<file path="src/rtl/pace_pkg.sv">
// Shared definitions for the symbol pacer: register addresses and lane mode.
// Assumes a 2-bit register address space.
package pace_pkg;
    localparam logic [1:0] ADDR_TOK_GAP = 2'd0;
    localparam logic [1:0] ADDR_SYM_GAP = 2'd1;
    localparam logic [1:0] ADDR_MODE    = 2'd2;

    typedef enum logic {
        LANE_PAIR = 1'b0,
        LANE_WIDE = 1'b1
    } lane_mode_e;
endpackage

</file>
<file path="src/rtl/pace_regs.sv">
// Spacing and mode registers of the pacer.
// Holds the raw token and symbol spacing fields and the lane mode bit.
// Assumes single-cycle writes. Unknown addresses are ignored.
module pace_regs
    import pace_pkg::*;
#(
    parameter int SPC_W   = 11,
    parameter int DATA_W  = 16,
    parameter int TOK_RST = 398,
    parameter int SYM_RST = 399
) (
    input  logic              clk,
    input  logic              rst_n,
    input  logic              we,
    input  logic [1:0]        addr,
    input  logic [DATA_W-1:0] wdata,
    output logic [SPC_W-1:0]  tok_fld,
    output logic [SPC_W-1:0]  sym_fld,
    output lane_mode_e        mode
);
    // Register update: boot-safe defaults on reset, then decoded writes.
    always_ff @(posedge clk) begin
        if (!rst_n) begin
            tok_fld <= SPC_W'(TOK_RST);
            sym_fld <= SPC_W'(SYM_RST);
            mode    <= LANE_PAIR;
        end else if (we) begin
            case (addr)
                ADDR_TOK_GAP: tok_fld <= wdata[SPC_W-1:0];
                ADDR_SYM_GAP: sym_fld <= wdata[SPC_W-1:0];
                ADDR_MODE:    mode    <= lane_mode_e'(wdata[0]);
                default:      ;
            endcase
        end
    end
endmodule

</file>
<file path="src/rtl/pace_gap.sv">
// Gap timer of the pacer.
// Converts the raw fields into cycle counts (token +2, symbol +1, clamped to a
// floor) and loads a down-counter at each strobe. The next strobe may go once
// the counter reaches zero. The fields are sampled only at the strobe, so a
// write during a gap applies from the next boundary.
// Assumes the strobe is only asserted while gap_open is high.
module pace_gap #(
    parameter int SPC_W       = 11,
    parameter int CNT_W       = 13,
    parameter int MIN_SYM_GAP = 2
) (
    input  logic             clk,
    input  logic             rst_n,
    input  logic [SPC_W-1:0] tok_fld,
    input  logic [SPC_W-1:0] sym_fld,
    input  logic             fire,
    input  logic             end_of_tok,
    output logic             gap_open
);
    localparam logic [CNT_W-1:0] TOK_OFS = CNT_W'(2);
    localparam logic [CNT_W-1:0] SYM_OFS = CNT_W'(1);
    localparam logic [CNT_W-1:0] SYM_MIN = CNT_W'(MIN_SYM_GAP);
    localparam logic [CNT_W-1:0] ONE     = CNT_W'(1);

    logic [CNT_W-1:0] sym_raw, sym_gap, tok_gap, load_gap, remain;

    // Decode both fields into cycle counts and choose the gap for this boundary.
    always_comb begin
        sym_raw  = CNT_W'(sym_fld) + SYM_OFS;
        sym_gap  = (sym_raw < SYM_MIN) ? SYM_MIN : sym_raw;
        tok_gap  = CNT_W'(tok_fld) + TOK_OFS;
        load_gap = sym_gap;
        if (end_of_tok && (tok_gap > sym_gap)) begin
            load_gap = tok_gap;
        end
    end

    // Countdown: load at each strobe, decrement to zero otherwise.
    always_ff @(posedge clk) begin
        if (!rst_n) begin
            remain <= '0;
        end else if (fire) begin
            remain <= load_gap - ONE;
        end else if (remain != '0) begin
            remain <= remain - ONE;
        end
    end

    assign gap_open = (remain == '0);
endmodule

</file>
<file path="src/rtl/pace_serial.sv">
// Token holder and symbol slicer of the pacer.
// Takes one token at a time, captures the lane mode with it, and emits its
// symbols least significant first, one per strobe, when the gap timer opens.
// Assumes TOK_W is a multiple of 4: a narrow symbol is TOK_W/4 bits and a wide
// symbol is TOK_W/2 bits.
module pace_serial
    import pace_pkg::*;
#(
    parameter int TOK_W = 8
) (
    input  logic               clk,
    input  logic               rst_n,
    input  logic               tok_valid,
    input  logic [TOK_W-1:0]   tok_data,
    input  lane_mode_e         mode_cfg,
    input  logic               gap_open,
    output logic               tok_ready,
    output logic               sym_strobe,
    output logic [TOK_W/2-1:0] sym_data,
    output logic               sym_last
);
    localparam int NARROW_W = TOK_W / 4;
    localparam int WIDE_W   = TOK_W / 2;
    localparam int PAIR_N   = TOK_W / NARROW_W;
    localparam int WIDE_N   = TOK_W / WIDE_W;
    localparam int IDX_W    = $clog2(PAIR_N);
    localparam logic [IDX_W-1:0] PAIR_LAST = IDX_W'(PAIR_N - 1);
    localparam logic [IDX_W-1:0] WIDE_LAST = IDX_W'(WIDE_N - 1);

    logic             busy;
    logic [TOK_W-1:0] shreg;
    logic [IDX_W-1:0] idx;
    lane_mode_e       lane;
    logic             at_last;

    assign tok_ready  = !busy;
    assign at_last    = (idx == ((lane == LANE_WIDE) ? WIDE_LAST : PAIR_LAST));
    assign sym_strobe = busy && gap_open;
    assign sym_last   = sym_strobe && at_last;

    // Symbol bits: each output bit is the token bit in wide mode; in narrow mode
    // only the low lanes carry data.
    for (genvar g = 0; g < WIDE_W; g++) begin : g_lane
        if (g < NARROW_W) begin : g_shared
            assign sym_data[g] = shreg[g];
        end else begin : g_wide_only
            assign sym_data[g] = (lane == LANE_WIDE) ? shreg[g] : 1'b0;
        end
    end

    // Token capture on handshake, shift and index advance on each strobe.
    always_ff @(posedge clk) begin
        if (!rst_n) begin
            busy  <= 1'b0;
            shreg <= '0;
            idx   <= '0;
            lane  <= LANE_PAIR;
        end else if (!busy) begin
            if (tok_valid) begin
                busy  <= 1'b1;
                shreg <= tok_data;
                idx   <= '0;
                lane  <= mode_cfg;
            end
        end else if (sym_strobe) begin
            if (at_last) begin
                busy <= 1'b0;
            end else begin
                idx   <= idx + IDX_W'(1);
                shreg <= (lane == LANE_WIDE) ? (shreg >> WIDE_W) : (shreg >> NARROW_W);
            end
        end
    end
endmodule

</file>
<file path="src/rtl/link_pacer.sv">
// Serial link symbol pacer, top level.
// Joins the register block, the gap timer and the token slicer. Everything
// runs on the single switch clock with a synchronous active-low reset.
module link_pacer
    import pace_pkg::*;
#(
    parameter int SPC_W       = 11,
    parameter int DATA_W      = 16,
    parameter int TOK_W       = 8,
    parameter int TOK_RST     = 398,
    parameter int SYM_RST     = 399,
    parameter int MIN_SYM_GAP = 2
) (
    input  logic               clk,
    input  logic               rst_n,
    input  logic               cfg_we,
    input  logic [1:0]         cfg_addr,
    input  logic [DATA_W-1:0]  cfg_wdata,
    input  logic               tok_valid,
    input  logic [TOK_W-1:0]   tok_data,
    output logic               tok_ready,
    output logic               sym_strobe,
    output logic [TOK_W/2-1:0] sym_data,
    output logic               sym_last,
    output logic               wide_mode
);
    localparam int CNT_W = SPC_W + 2;

    logic [SPC_W-1:0] tok_fld, sym_fld;
    lane_mode_e       mode;
    logic             gap_open;

    assign wide_mode = (mode == LANE_WIDE);

    pace_regs #(
        .SPC_W(SPC_W), .DATA_W(DATA_W), .TOK_RST(TOK_RST), .SYM_RST(SYM_RST)
    ) u_regs (
        .clk(clk), .rst_n(rst_n), .we(cfg_we), .addr(cfg_addr), .wdata(cfg_wdata),
        .tok_fld(tok_fld), .sym_fld(sym_fld), .mode(mode)
    );

    pace_gap #(
        .SPC_W(SPC_W), .CNT_W(CNT_W), .MIN_SYM_GAP(MIN_SYM_GAP)
    ) u_gap (
        .clk(clk), .rst_n(rst_n), .tok_fld(tok_fld), .sym_fld(sym_fld),
        .fire(sym_strobe), .end_of_tok(sym_last), .gap_open(gap_open)
    );

    pace_serial #(
        .TOK_W(TOK_W)
    ) u_serial (
        .clk(clk), .rst_n(rst_n), .tok_valid(tok_valid), .tok_data(tok_data),
        .mode_cfg(mode), .gap_open(gap_open), .tok_ready(tok_ready),
        .sym_strobe(sym_strobe), .sym_data(sym_data), .sym_last(sym_last)
    );
endmodule

</file>
<file path="config.mk">
export PLATFORM = sky130hd
export DESIGN_NAME = link_pacer
export DESIGN_NICKNAME = d
export VERILOG_FILES = /design/src/rtl/pace_pkg.sv /design/src/rtl/pace_regs.sv /design/src/rtl/pace_gap.sv /design/src/rtl/pace_serial.sv /design/src/rtl/link_pacer.sv
export SDC_FILE = /design/constraint.sdc
export NUM_CORES = 1
export LEC_CHECK = 0
export BUFFER_PORTS_ARGS = -buffer_cell sky130_fd_sc_hd__buf_4
export CELL_PAD_IN_SITES_DETAIL_PLACEMENT = 1
export CELL_PAD_IN_SITES_GLOBAL_PLACEMENT = 2
export CORE_UTILIZATION = 37
export DETAILED_ROUTE_END_ITERATION = 10
export GPL_ROUTABILITY_DRIVEN = 0
export PLACE_DENSITY_LB_ADDON = 0.1
export REMOVE_ABC_BUFFERS = 1
export SLEW_MARGIN = 0
export SYNTH_ARGS = -nofsm -noshare
export SYNTH_HDL_FRONTEND = slang
export SYNTH_SLANG_ARGS = --single-unit
</file>
<file path="constraint.sdc">
create_clock -name clk -period 7.15 [get_ports clk]
set_input_delay 0.3575 -clock clk [delete_from_list [all_inputs] [get_ports clk]]
set_output_delay 0.3575 -clock clk [all_outputs]
set_load 0.03 [all_outputs]
</file>
# After elaboration in Yosys (flattened, before gate mapping)
# Index checks and enable logic that the tools add are counted.
# word_totals
regBits,48
inputBits,30
wordCells,55
# classes
eq_ne,5
addsub,5
bitwise,1
n_reduce_logical,14
magnitude_cmp,2
mux,20
# ops
operator,n
$mux W13,4
$mux W8,4
$sub A13 B1 Y13 const B,2
$gt A13 B13 Y1,1
$logic_not A13 Y1,1
$lt A13 B2 Y1 const B,1
$reduce_bool A13 Y1,1
$add A11 B1 Y12 const B,1
$add A11 B2 Y12 const B,1
$mux W2,5
$reduce_and A2 Y1,4
$mux W1,6
$mux W6,1
$reduce_bool A2 Y1,2
$logic_and A1 B1 Y1,3
$reduce_and A3 Y1,1
$add A2 B1 Y2 const B,1
$eq A2 B1 Y1 const B,1
$eq A2 B2 Y1,1
$eq A2 B2 Y1 const B,1
$logic_not A2 Y1,1
$ne A2 B1 Y1 const B,1
$ne A2 B2 Y1 const B,1
$logic_not A1 Y1,1
$not A1 Y1,1

# Depth between registers and ports, before layout
# depth
word_depth,8
depth_mapped,18
ltp_nobuf,16

# By module
# A second synthesis with hierarchy kept.
# hier_totals
cells_unflattened,392
hier_area_um2,3345.7
# modules_own_cells
module,seq_area_each_um2,area_per_inst_um2,cells_each,n_inst
pace_gap,260.2,1737.9,227,1
pace_regs,460.4,928.4,91,1
pace_serial,240.2,679.4,74,1

# Worst setup path after synthesis
# No wires, ideal clock.
# synth_path
path_type,register to register
start,register u_regs.sym_fld[0]
end,register u_gap.remain[12]
synth_period_minus_slack_ns,4.022
n_path_buf,1
required_time_ns,7.078
path_stages_with_launch,18
setup_ns,0.072
slack_ns,3.128
arrival_ns,3.950
cell_sequence,dfxtp_1 ha_1 clkbuf_1 and3_1 a31o_2 o311a_1 a21oi_1 ha_1 nor2b_1 o21a_1 o21ai_1 a2111oi_0 a311oi_2 ha_1 nand2_1 or3_1 nor4b_2 mux2i_1
# synth_via
elab_chain_len,8
# synth_rtl
element,line_no,text
from (decl),pace_regs.sv:18,"output logic [SPC_W-1:0] sym_fld,"
from (signal assigned),pace_regs.sv:25,sym_fld <= SPC_W'(SYM_RST);
from (signal assigned),pace_regs.sv:30,ADDR_SYM_GAP: sym_fld <= wdata[SPC_W-1:0];
$add A11 B1 Y12 (*),pace_gap.sv:29,sym_raw = CNT_W'(sym_fld) + SYM_OFS;
$lt A13 B2 Y1,pace_gap.sv:30,sym_gap = (sym_raw < SYM_MIN) ? SYM_MIN : sym_raw;
$mux W13 (*),pace_gap.sv:30,
$gt A13 B13 Y1,pace_gap.sv:33,if (end_of_tok && (tok_gap > sym_gap)) begin
$logic_and A1 B1 Y1,pace_gap.sv:33,
$mux W13 (*),pace_gap.sv:33,
$sub A13 B1 Y13 (*),pace_gap.sv:43,remain <= load_gap - ONE;
$mux W13 (*),pace_gap.sv:42,end else if (fire) begin
to (signal assigned),pace_gap.sv:43,
to (signal assigned),pace_gap.sv:45,remain <= remain - ONE;
to (decl),pace_gap.sv:25,"logic [CNT_W-1:0] sym_raw, sym_gap, tok_gap, load_gap, remain;"
# Every way passes the cells marked *; elsewhere a longest branch is shown, timed or not.
# A chain may end at the register's enable or synchronous reset.

# Worst setup path after layout
# layout_path
start,register u_regs.sym_fld[2]
end,register u_gap.remain[12]
# Same word-level chain as after synthesis.

==> results by group <==
Run status
  • Outcome: finished, final reports clean

Drt
  • Count of TritonRoute iterations in the first routing pass: 4
  • Routed wirelength normalized by instance count: between 15 and 20 microns
  • Number of routed nets with antenna violations: 0
  • Routed via count: around 3k
  • Detail-routed via count per cell: 5.64
  • Final wirelength: 8.80 mm
  • DRC: 0
  • Number of DRC violations after detailed-routing iteration 0: 93

Global route
  • GRT Overall Usage: 0.210
  • Number of antenna violations at the first check in global routing: 0
  • Global-route wire length before repair: between 10 and 15 mm
  • Via count of the first global-routing pass: roughly 2.9k
  • Largest net degree at the start of global routing: 37
  • GR Overflow Total: 0

Timing
  • RSZ-0062 raised after global routing: no
  • Final hold violation count: 0
  • Achievable frequency: between 0.2 and 0.25 GHz
  • Tcrit/Tclk final: 0.664
  • Measured slew at the worst slew-check pin: 1080 ps
  • Crit path time final: between 4000 and 5000 ps
  • Clock Skews: about 7.3 ps
  • Final setup violation count: 0
  • Sum of negative setup slack: 0 ps
  • Slew margin rel.: 0.278
  • Number of pins exceeding their max-slew limit in the final report: 0

Floorplanning
  • Core area: between 8000 and 9000 sq um
  • IO Count: 38
  • Initial Utilization: 0.386
  • Die outline area: approximately 9000 sq um
  • Standard-cell row count: 33
  • Die height: 95.1 microns
  • Die W: approximately 95 microns

Clock network
  • CTS tree: yes
  • Hold-fix buffer count after cts: 0
  • Clk buf depth: 2
  • Clock slew at reported path FFs: 90 ps
  • CTS resizes: 0
  • Maximum level of the CTS H-tree: 2
  • Insertion delay to the later sink of the worst-skew pair: 300 ps
  • Number of clock buffers inserted by TritonCTS: 5
  • # Post-CTS Setup Buffers: 0
  • Number of clock sinks: between 40 and 50
  • Cell chosen for the clock root: sky130_fd_sc_hd__clkbuf_8

Worst setup path
  • Cells traversed along the worst timing path: and4_1 -> nand4_1 -> nor2_1 -> inv_1 -> ha_1 -> a21oi_1 -> nand3_1 -> nor3_1 -> a2111oi_0 -> a311oi_2 -> ha_1 -> nand2_1 -> or3_1 -> nor4b_2 -> mux2i_1
  • Critical path's top delay family: simple AND/OR/NAND/NOR gates
  • Crit path DAT: ~5000 ps
  • Worst-path maximum fanout: 9
  • Crit-path most repeated cell: sky130_fd_sc_hd__ha_1
  • Worst Path Class, Setup: reg -> reg
  • Crit-path slowest cell: sky130_fd_sc_hd__nor3_1
  • Delay of the slowest cell on the worst path: about 630 ps
  • Kind of capture point of the worst setup path: flip-flop
  • Critical Path Source Type: flip-flop
  • Worst Path Required: roughly 7400 ps
  • Number of buffer and inverter stages on the critical path: 1

Synthesis
  • Proportion of synthesized chip area in sequential cells: 0.300
  • EDFF count, synth: 0
  • Flip-flop and latch count after synthesis: between 40 and 50
  • Yosys top cell area share: 0.300
  • Leading cell type by number of instances after synthesis: sky130_fd_sc_hd__nand2_1
  • Post-synthesis instance total: ~400
  • Commonest register cell after synthesis: sky130_fd_sc_hd__dfxtp_1
  • Post-synth cell types: 61
  • Synthesized area divided by synthesized cell count: 7.97 sq um
  • Post-synth design cell area: ~3200 sq um
  • Synth cell count leaders: 65 x sky130_fd_sc_hd__nand2_1, 48 x sky130_fd_sc_hd__dfxtp_1, 25 x sky130_fd_sc_hd__nand3_1
  • Number of warnings reported in the yosys synthesis log: 0
  • Proportion of register bits with asynchronous set or reset after synthesis: 0
  • Top cells by area in the synthesized netlist: sky130_fd_sc_hd__dfxtp_1 30%, sky130_fd_sc_hd__nand2_1 7.6%, sky130_fd_sc_hd__ha_1 5.9%
  • Cell type contributing the most total cell area after synthesis: sky130_fd_sc_hd__dfxtp_1

Power and ir drop
  • Int Power: roughly 0.00058 W
  • Peak VDD IR: 0.0828 mV
  • Share of total power in sequential cells: 0.376
  • Power density over the cells: about 240 nW/um^2
  • Comb power frac: 0.364
  • Relative contribution of the clock network to total power: 0.260
  • Leakage power summed over all cells: around 1.5 nW
  • Total power: about 0.00089 W
  • Proportion of total power due to net switching: 0.349
  • Sw power: 0.000309 W

Final layout
  • Synthesis-to-layout area growth: 13.0%
  • Filler Cells Inserted: ~1.0k
  • Area taken by flip-flops and latches: 961 sq um
  • Fraction of final layout cells sized beyond drive strength 1: 0.137
  • Total inserted antenna cells: 0
  • Layout Nets: 467
  • Area of combinational cells with multiple inputs: 2090 sq um

Run
  • Total of max-cap violations: 0

Place
  • Post-DP HPWL: between 6 and 7 mm
  • IO Port Bufs: 32

Worst hold path
  • Class of the worst hold path: in -> reg
## layout make-up
type,count,share of cell area
multi-input cells,319,0.578
clock buffers,5,0.0190
clock inverters,2,0.0166
inverters,14,0.0145
well taps,105,0.0363
repair buffers,34,0.0705
flip-flops and latches,48,0.265
## through the flow
stage          cells  setup WS, ps   util  area (sq um)  hold slack (ps)
4_1_cts          527          2440  0.436          3620              268
5_1_grt          527          1970  0.436          3620              269
3_5_place_dp     520          2470  0.421          3490              458
3_3_place_gp     520          2550  0.421          3490              455
2_1_floorplan    381          3200      -          3110              429
6_report         527          2400  0.436          3620              276
## sequential cells by signal, indices dropped and copies added, names as in the netlist
name,flops
u_serial.shreg,8
u_serial.lane,1
u_regs.tok_fld,11
u_serial.idx,2
u_regs.sym_fld,11
u_gap.remain,13
u_serial.busy,1
u_regs.mode,1
## power groups by stage
stage / clock network (W) / registers, W / logic, W
global placement: 0 / 0.000339 / 0.000317
detailed placement: 0 / 0.000340 / 0.000323
finish: 0.000231 / 0.000333 / 0.000322
floorplan: 0 / 0.000333 / 0.000237
CTS: 0.000237 / 0.000334 / 0.000325
global route: 0.000249 / 0.000339 / 0.000365
## path summary, 6_finish.rpt
check                                  from                        endpoint  slack, ps  cells after the start
max          u_regs.sym_fld[2]$_SDFFE_PN1P_   u_gap.remain[12]$_SDFFE_PN0P_       2400                     15
min                            cfg_wdata[2]  u_regs.sym_fld[2]$_SDFFE_PN1P_        280                      3
max reg2reg  u_regs.sym_fld[2]$_SDFFE_PN1P_   u_gap.remain[12]$_SDFFE_PN0P_       2400                     15
min reg2reg  u_regs.tok_fld[0]$_SDFFE_PN0P_  u_regs.tok_fld[0]$_SDFFE_PN0P_        470                      2
## cells by family after synthesis
family / count (synthesis) / synth area share
AO/OA/AOI/OAI: 84 / 0.197
XOR/XNOR: 23 / 0.0629
adder cells (fa/ha/maj): 15 / 0.0586
buffers and inverters: 35 / 0.0469
flip-flops: 48 / 0.300
multiplexers: 13 / 0.0422
AND/OR/NAND/NOR: 184 / 0.292
## metal layers
| layer | wire length, microns | track usage | up-vias |
|---|---|---|---|
| met1 | 4480 | 0.302 | 1455 |
| met2 | 3990 | 0.332 | 45 |
| li1 | - | - | 1469 |
| met5 | 0 | 0 | - |
| met3 | 257 | 0.0311 | 5 |
| met4 | 65 | 0.0404 | 0 |
## tightest hold or removal path: cells and delay by family
family / cells / cell delay (ps)
simple gates: 2 / 100
buf+inv: 1 / 80
## cells in the final DEF, fill, tap and decap left out, drive strengths merged, types with 2 or more instances in the layout
master,netlist,layout
o211a,2,2
o21a,3,3
xor2,11,11
a31oi,2,2
o21ai,6,6
a21boi,14,14
xnor2,12,12
ha,15,15
nand2,65,65
a211o,3,3
a2111oi,2,2
o211ai,5,5
inv,13,13
dfxtp,48,48
buf,7,34
nand2b,2,2
clkbuf,14,5
and3b,2,2
nor3,6,6
and3,5,5
a311oi,3,3
o2111ai,4,4
nor2b,11,11
a211oi,8,8
nor4,7,7
mux2i,9,9
mux2,4,4
nor2,24,24
bufinv,0,2
nor3b,2,2
nand3,25,25
and2,9,9
nand3b,5,5
or2,4,4
and4,2,2
a21oi,23,23
nand4,9,9
o311a,3,3
or3,3,3
(Power assumes the default switching activity.)
